==> config.mk <==
export PLATFORM = sky130hd
export DESIGN_NAME = dram_strobe_monitor
export DESIGN_NICKNAME = d
export VERILOG_FILES = /design/src/rtl/dram_strobe_monitor.sv
export SDC_FILE = /design/constraint.sdc
export NUM_CORES = 1
export LEC_CHECK = 0
export CELL_PAD_IN_SITES_DETAIL_PLACEMENT = 1
export CELL_PAD_IN_SITES_GLOBAL_PLACEMENT = 1
export CORE_UTILIZATION = 51
export CTS_CLUSTER_SIZE = 16
export DETAILED_ROUTE_END_ITERATION = 12
export GPL_TIMING_DRIVEN = 0
export PLACE_DENSITY = 0.92
export SLEW_MARGIN = 0
export SYNTH_ARGS = -nofsm -noshare
export SYNTH_HDL_FRONTEND = slang
export SYNTH_SLANG_ARGS = --single-unit
==> constraint.sdc <==
create_clock -name clk -period 3.3 [get_ports clk]
set_input_delay 0.495 -clock clk [delete_from_list [all_inputs] [get_ports clk]]
set_output_delay 0.495 -clock clk [all_outputs]
set_load 0.01 [all_outputs]
==> src/rtl/dram_strobe_monitor.sv <==
module dram_strobe_monitor #(
  parameter int RAS_MIN = 10,
  parameter int RAS_MAX = 2000,
  parameter int CAS_MIN = 3,
  parameter int CAS_MAX = 2000,
  parameter int RC_MIN  = 18,
  parameter int RWC_MIN = 26,
  parameter int CWD_MIN = 6,
  parameter int RWD_MIN = 13,
  parameter int RRH_MIN = 2,
  parameter int CWL_MIN = 3,
  parameter int RWL_MIN = 3,
  parameter int WP_MIN  = 2,
  parameter int ORH_MIN = 3
) (
  input  logic        clk,
  input  logic        rst_n,
  input  logic        clr,
  input  logic        row_stb_n,
  input  logic        col_stb_n,
  input  logic        wr_en_n,
  input  logic        out_en_n,
  output logic [10:0] err,
  output logic        cls_valid,
  output logic [1:0]  cls
);

  localparam int LIM_A   = (RAS_MAX > CAS_MAX) ? RAS_MAX : CAS_MAX;
  localparam int LIM_B   = (RWC_MIN > RC_MIN) ? RWC_MIN : RC_MIN;
  localparam int LIM_C   = (RWD_MIN > CWD_MIN) ? RWD_MIN : CWD_MIN;
  localparam int LIM_AB  = (LIM_A > LIM_B) ? LIM_A : LIM_B;
  localparam int AGE_MAX = ((LIM_AB > LIM_C) ? LIM_AB : LIM_C) + 1;
  localparam int AW      = $clog2(AGE_MAX + 1);

  localparam logic [AW-1:0] AMAX    = AW'(AGE_MAX);
  localparam logic [AW-1:0] T_RASLO = AW'(RAS_MIN);
  localparam logic [AW-1:0] T_RASHI = AW'(RAS_MAX);
  localparam logic [AW-1:0] T_CASLO = AW'(CAS_MIN);
  localparam logic [AW-1:0] T_CASHI = AW'(CAS_MAX);
  localparam logic [AW-1:0] T_RC    = AW'(RC_MIN);
  localparam logic [AW-1:0] T_RWC   = AW'(RWC_MIN);
  localparam logic [AW-1:0] T_CWD   = AW'(CWD_MIN);
  localparam logic [AW-1:0] T_RWD   = AW'(RWD_MIN);
  localparam logic [AW-1:0] T_RRH   = AW'(RRH_MIN);
  localparam logic [AW-1:0] T_CWL   = AW'(CWL_MIN);
  localparam logic [AW-1:0] T_RWL   = AW'(RWL_MIN);
  localparam logic [AW-1:0] T_WP    = AW'(WP_MIN);
  localparam logic [AW-1:0] T_ORH   = AW'(ORH_MIN);

  localparam logic [1:0] C_READ  = 2'd0;
  localparam logic [1:0] C_EARLY = 2'd1;
  localparam logic [1:0] C_RMW   = 2'd2;
  localparam logic [1:0] C_INDET = 2'd3;

  function automatic logic [AW-1:0] age_nx(input logic ev, input logic [AW-1:0] a);
    if (ev) return AW'(1);
    if (a < AMAX) return a + 1'b1;
    return a;
  endfunction

  logic r_row, r_col, r_wr, r_oe;
  logic [AW-1:0] a_rowf, a_rowr, a_colf, a_wrf, a_oef;
  logic seen_col, rd_act, wlow_ok, cwl_pend, rwl_pend, prev_rmw;
  logic [1:0] cls_cur;
  logic [10:0] hit;

  wire row_fall = r_row & ~row_stb_n;
  wire row_rise = ~r_row & row_stb_n;
  wire col_fall = r_col & ~col_stb_n;
  wire col_rise = ~r_col & col_stb_n;
  wire wr_fall  = r_wr & ~wr_en_n;
  wire wr_rise  = ~r_wr & wr_en_n;
  wire oe_fall  = r_oe & ~out_en_n;

  wire [AW-1:0] wr_age  = wr_fall ? '0 : a_wrf;
  wire [AW-1:0] oe_age  = oe_fall ? '0 : a_oef;
  wire [AW-1:0] rowr_age = row_rise ? '0 : a_rowr;

  wire rrh_ok    = row_stb_n && (rowr_age >= T_RRH);
  wire col_first = col_fall && !row_stb_n && !seen_col;
  wire dly_wr    = wr_fall && !row_stb_n && !row_fall && !col_stb_n && !col_fall &&
                   seen_col && (cls_cur == C_READ);
  wire rmw_ok    = (a_colf >= T_CWD) && (a_rowf >= T_RWD);
  wire rch_bad   = col_rise && rd_act && !wr_en_n && !(wr_fall ? rrh_ok : wlow_ok);

  always_comb begin
    hit     = '0;
    hit[0]  = row_rise && (a_rowf < T_RASLO);
    hit[1]  = !row_stb_n && !row_fall && (a_rowf >= T_RASHI);
    hit[2]  = col_rise && (a_colf < T_CASLO);
    hit[3]  = !col_stb_n && !col_fall && (a_colf >= T_CASHI);
    hit[4]  = row_fall && (a_rowf < (prev_rmw ? T_RWC : T_RC));
    hit[5]  = rch_bad;
    hit[6]  = col_rise && cwl_pend && (wr_age < T_CWL);
    hit[7]  = row_rise && rwl_pend && (wr_age < T_RWL);
    hit[8]  = wr_rise && (a_wrf < T_WP);
    hit[9]  = row_rise && (cls_cur == C_READ) && !out_en_n && (oe_age < T_ORH);
    hit[10] = dly_wr && !rmw_ok;
  end

  always_ff @(posedge clk or negedge rst_n) begin
    if (!rst_n) begin
      r_row <= 1'b1; r_col <= 1'b1; r_wr <= 1'b1; r_oe <= 1'b1;
      a_rowf <= AMAX; a_rowr <= AMAX; a_colf <= AMAX; a_wrf <= AMAX; a_oef <= AMAX;
      seen_col <= 1'b0; rd_act <= 1'b0; wlow_ok <= 1'b0;
      cwl_pend <= 1'b0; rwl_pend <= 1'b0; prev_rmw <= 1'b0;
      cls_cur <= C_READ;
      err <= '0; cls_valid <= 1'b0; cls <= C_READ;
    end else begin
      r_row <= row_stb_n; r_col <= col_stb_n; r_wr <= wr_en_n; r_oe <= out_en_n;
      a_rowf <= age_nx(row_fall, a_rowf);
      a_rowr <= age_nx(row_rise, a_rowr);
      a_colf <= age_nx(col_fall, a_colf);
      a_wrf  <= age_nx(wr_fall, a_wrf);
      a_oef  <= age_nx(oe_fall, a_oef);

      if (row_fall) begin
        seen_col <= 1'b0; cls_cur <= C_READ; cwl_pend <= 1'b0; rwl_pend <= 1'b0;
      end
      if (col_first) begin
        seen_col <= 1'b1;
        if (!wr_en_n) begin
          cls_cur <= C_EARLY; cwl_pend <= 1'b1; rwl_pend <= 1'b1; rd_act <= 1'b0;
        end else begin
          rd_act <= 1'b1;
        end
      end
      if (dly_wr) begin
        cls_cur  <= rmw_ok ? C_RMW : C_INDET;
        cwl_pend <= 1'b1; rwl_pend <= 1'b1; rd_act <= 1'b0;
      end
      if (wr_fall && row_stb_n && !col_stb_n && rd_act) wlow_ok <= rrh_ok;
      if (col_rise) begin
        rd_act <= 1'b0; cwl_pend <= 1'b0;
      end
      if (row_rise) begin
        rwl_pend <= 1'b0;
        prev_rmw <= (cls_cur == C_RMW);
        cls      <= cls_cur;
      end
      cls_valid <= row_rise;
      err <= (clr ? '0 : err) | hit;
    end
  end

endmodule

==> impl_metrics.json <==
{
  "grt_pass1_wl_um": 18220,
  "place_ws_ps": 776.5,
  "critPathLaunch": "row_stb_n",
  "clockRootBuffer": "clkbuf_8",
  "pin_count": 21,
  "die_area_um2": 8626,
  "synth_area_um2": 4212,
  "synth_seq_cells": 81,
  "maxSlewViolCount": 0,
  "grt_usage_pct": 26.83,
  "timing.fmax_mhz": 454.1,
  "fillers": 925,
  "status": "completed",
  "p_leak_nw": 1.924,
  "clkTransAtPathRegs_ps": 90,
  "grt_max_degree": 67,
  "synth_edf_count": 0,
  "maxSlewHeadroom_pct": 53.75,
  "place_congestion": 0.8248,
  "grtUsageMet3_pct": 3.120,
  "final_cell_mix": "nand2_1 (49), dfrtp_1 (42), nor2_1 (39), dfstp_2 (39), a21oi_1 (27)",
  "yosysWarnings": 0,
  "clock_path_buffers": 2,
  "ys_seq_area_share_pct": 49.29,
  "cts_buffers": 9,
  "portBuffers": 20,
  "async_flop_share_pct": 100.0,
  "drive_gt1_share_pct": 15.42,
  "routed_wl_um": 10770,
  "critPathKind": "in -> reg",
  "post_cts_buffers": 0,
  "core_region_area_um2": 7848,
  "synth_top_area_share_pct": 24.96,
  "final_common_cell": "nand2_1",
  "rr_worst_depth": 4,
  "synth_nets": 457,
  "cts_tree": "yes",
  "timing.final.hold_violations": 0,
  "detailed_place_hpwl_um": 7293,
  "cap_violations": 0,
  "ir_worst_vdd_v": 0.0003198,
  "finClkSkew_ps": 11.03,
  "power_density_nw_per_um2": 573.0,
  "holdWs_ps": 508.8,
  "cts_htree_levels": 3,
  "fin_ws_ps": 1098,
  "synth_area_leaders": "dfrtp_1 (25%), dfstp_2 (24%), nand2_1 (4.4%)",
  "overflow": 0,
  "required_ps": 3570,
  "fin_crit_ps": 2202,
  "finalSetupViolCount": 0,
  "cp_max_fo": 10,
  "grt_util_met1_pct": 33.85,
  "syn_to_final_growth_pct": 14.38,
  "num_vias": 3550,
  "syn_inst": 442,
  "vias_per_cell": 6.100,
  "rows": 32,
  "die_w_um": 92.88,
  "busiest_layer": "met2",
  "clk_latency_ps": 360,
  "nets": 490,
  "ys.flop_type": "dfrtp_1",
  "first_pass_iters": 4,
  "die_h_um": 92.88,
  "hold_depth": 2,
  "yosysTopAreaCell": "dfrtp_1",
  "use_met2_pct": 46.94,
  "min_period_over_period_pct": 66.73,
  "worstReg2RegStart": "a_rowf[5]",
  "hold_start": "cls[1]",
  "n_antenna_cell": 0,
  "hp-class": "reg -> reg",
  "endpoint_kind": "flop",
  "drcViolationCount": 0,
  "drt_iter0_drc": 159,
  "clock-sinks": 81,
  "final_cells": 582,
  "startpoint_type": "primary input",
  "dpl.cell_count": 565,
  "rsz0062_at_grt": "false",
  "ant_nets": 0,
  "syn-mean-instance-area_um2": 9.528,
  "detail_route.wl_per_cell_um": 18.51,
  "ys_types": 55,
  "antenna_found_initial": 0,
  "tightest_slew_ps": 687.4,
  "start_util_pct": 53.67,
  "grt_pass1_vias": 3777,
  "arrival_ps": 2470
}
[registers in the layout, indices dropped and copies added, names as in the netlist, 2 cells and up]
signal / count
a_rowf: 11
a_colf: 11
a_oef: 11
a_wrf: 11
cls: 2
a_rowr: 11
err: 11
cls_cur: 2
[report_power, final]
part | leakage, nW | total (W) | switching [W] | internal, W
combinational | 0.847 | 0.000553 | 0.000306 | 0.000247
sequential | 0.962 | 0.00132 | 0.000187 | 0.00114
clock | 0.115 | 0.000884 | 0.000381 | 0.000502
total | 1.92 | 0.00276 | 0.000874 | 0.00189
[per-stage QoR]
step                utilization, %  total power [W]  instance area [µm²]  TNS [ps]
finish                       61.38         0.002760                 4817         0
global route                 61.38         0.002895                 4817         0
CTS                          61.38         0.002776                 4817         0
detailed placement           58.16         0.001874                 4564         0
global placement             57.84         0.001816                 4539    -53410
floorplan                        -         0.001650                 4212         0
[worst max-delay path: stages]
cell and delay (ps):
clkdlybuf4s50_1 500, clkbuf_1 360, nand2b_1 200, inv_1 240, buf_1 410, nand3_1 140, o21ai_0 120
[path summary, 6_finish.rpt]
check / end / slack [ps]
setup / recovery: err[0] / 1100
hold / removal: cls[1] / 510
setup reg to reg: cls_cur[0] / 1300
hold reg to reg: cls[1] / 510
max in group asynchronous: a_colf[4] / 2120
min in group asynchronous: cls[0] / 540
[metal layers]
| metal | share of wire (%) | vias up |
|---|---|---|
| met4 | 1.9 | 0 |
| met5 | 0 | - |
| met1 | 45 | 1802 |
| met3 | 2.1 | 16 |
| met2 | 51 | 48 |
| li1 | - | 1684 |
[cells by family after synthesis]
| logic type | after synthesis | share of synthesized area [%] |
|---|---|---|
| AND/OR/NAND/NOR | 176 | 21.09 |
| AO/OA/AOI/OAI | 116 | 19.04 |
| flip-flops | 81 | 49.29 |
| buffers and inverters | 40 | 3.714 |
| XOR/XNOR | 18 | 3.744 |
| adder cells (fa/ha/maj) | 8 | 2.377 |
| multiplexers | 3 | 0.7427 |
[what timing repair did]
action | in CTS | in global routing
gates resized for setup | 0 | 0
endpoints found under the setup margin | 0 | 0
hold buffers | 1 | 0
endpoints found under the hold margin | 4 | 0
[Yosys cell counts, drive strengths merged (6+ instances only)]
master and number:
a211oi 12, a21oi 27, a31o 6, a31oi 7, and4 6, clkbuf 16
dfrtp 42, dfstp 39, ha 8, inv 20, nand2 49, nand2b 9
nand3 21, nand4 6, nor2 39, nor3 8, nor4 7, o211ai 6
o21ai 21, o22ai 6, or3 7, or4 6, xnor2 15
[cell type report]
| class | instances | area [µm²] | area share [%] |
|---|---|---|---|
| plain buffers | 20 | 81.33 | 1.688 |
| clock buffers | 9 | 123.9 | 2.571 |
| clock inverters | 7 | 118.9 | 2.468 |
| inverters | 20 | 75.07 | 1.558 |
| multi-input cells | 321 | 1979 | 41.09 |
| flip-flops and latches | 81 | 2076 | 43.09 |
| well taps | 102 | 127.6 | 2.649 |
| repair buffers | 22 | 235.2 | 4.883 |
Note: power is estimated with default switching activity, not from simulation.
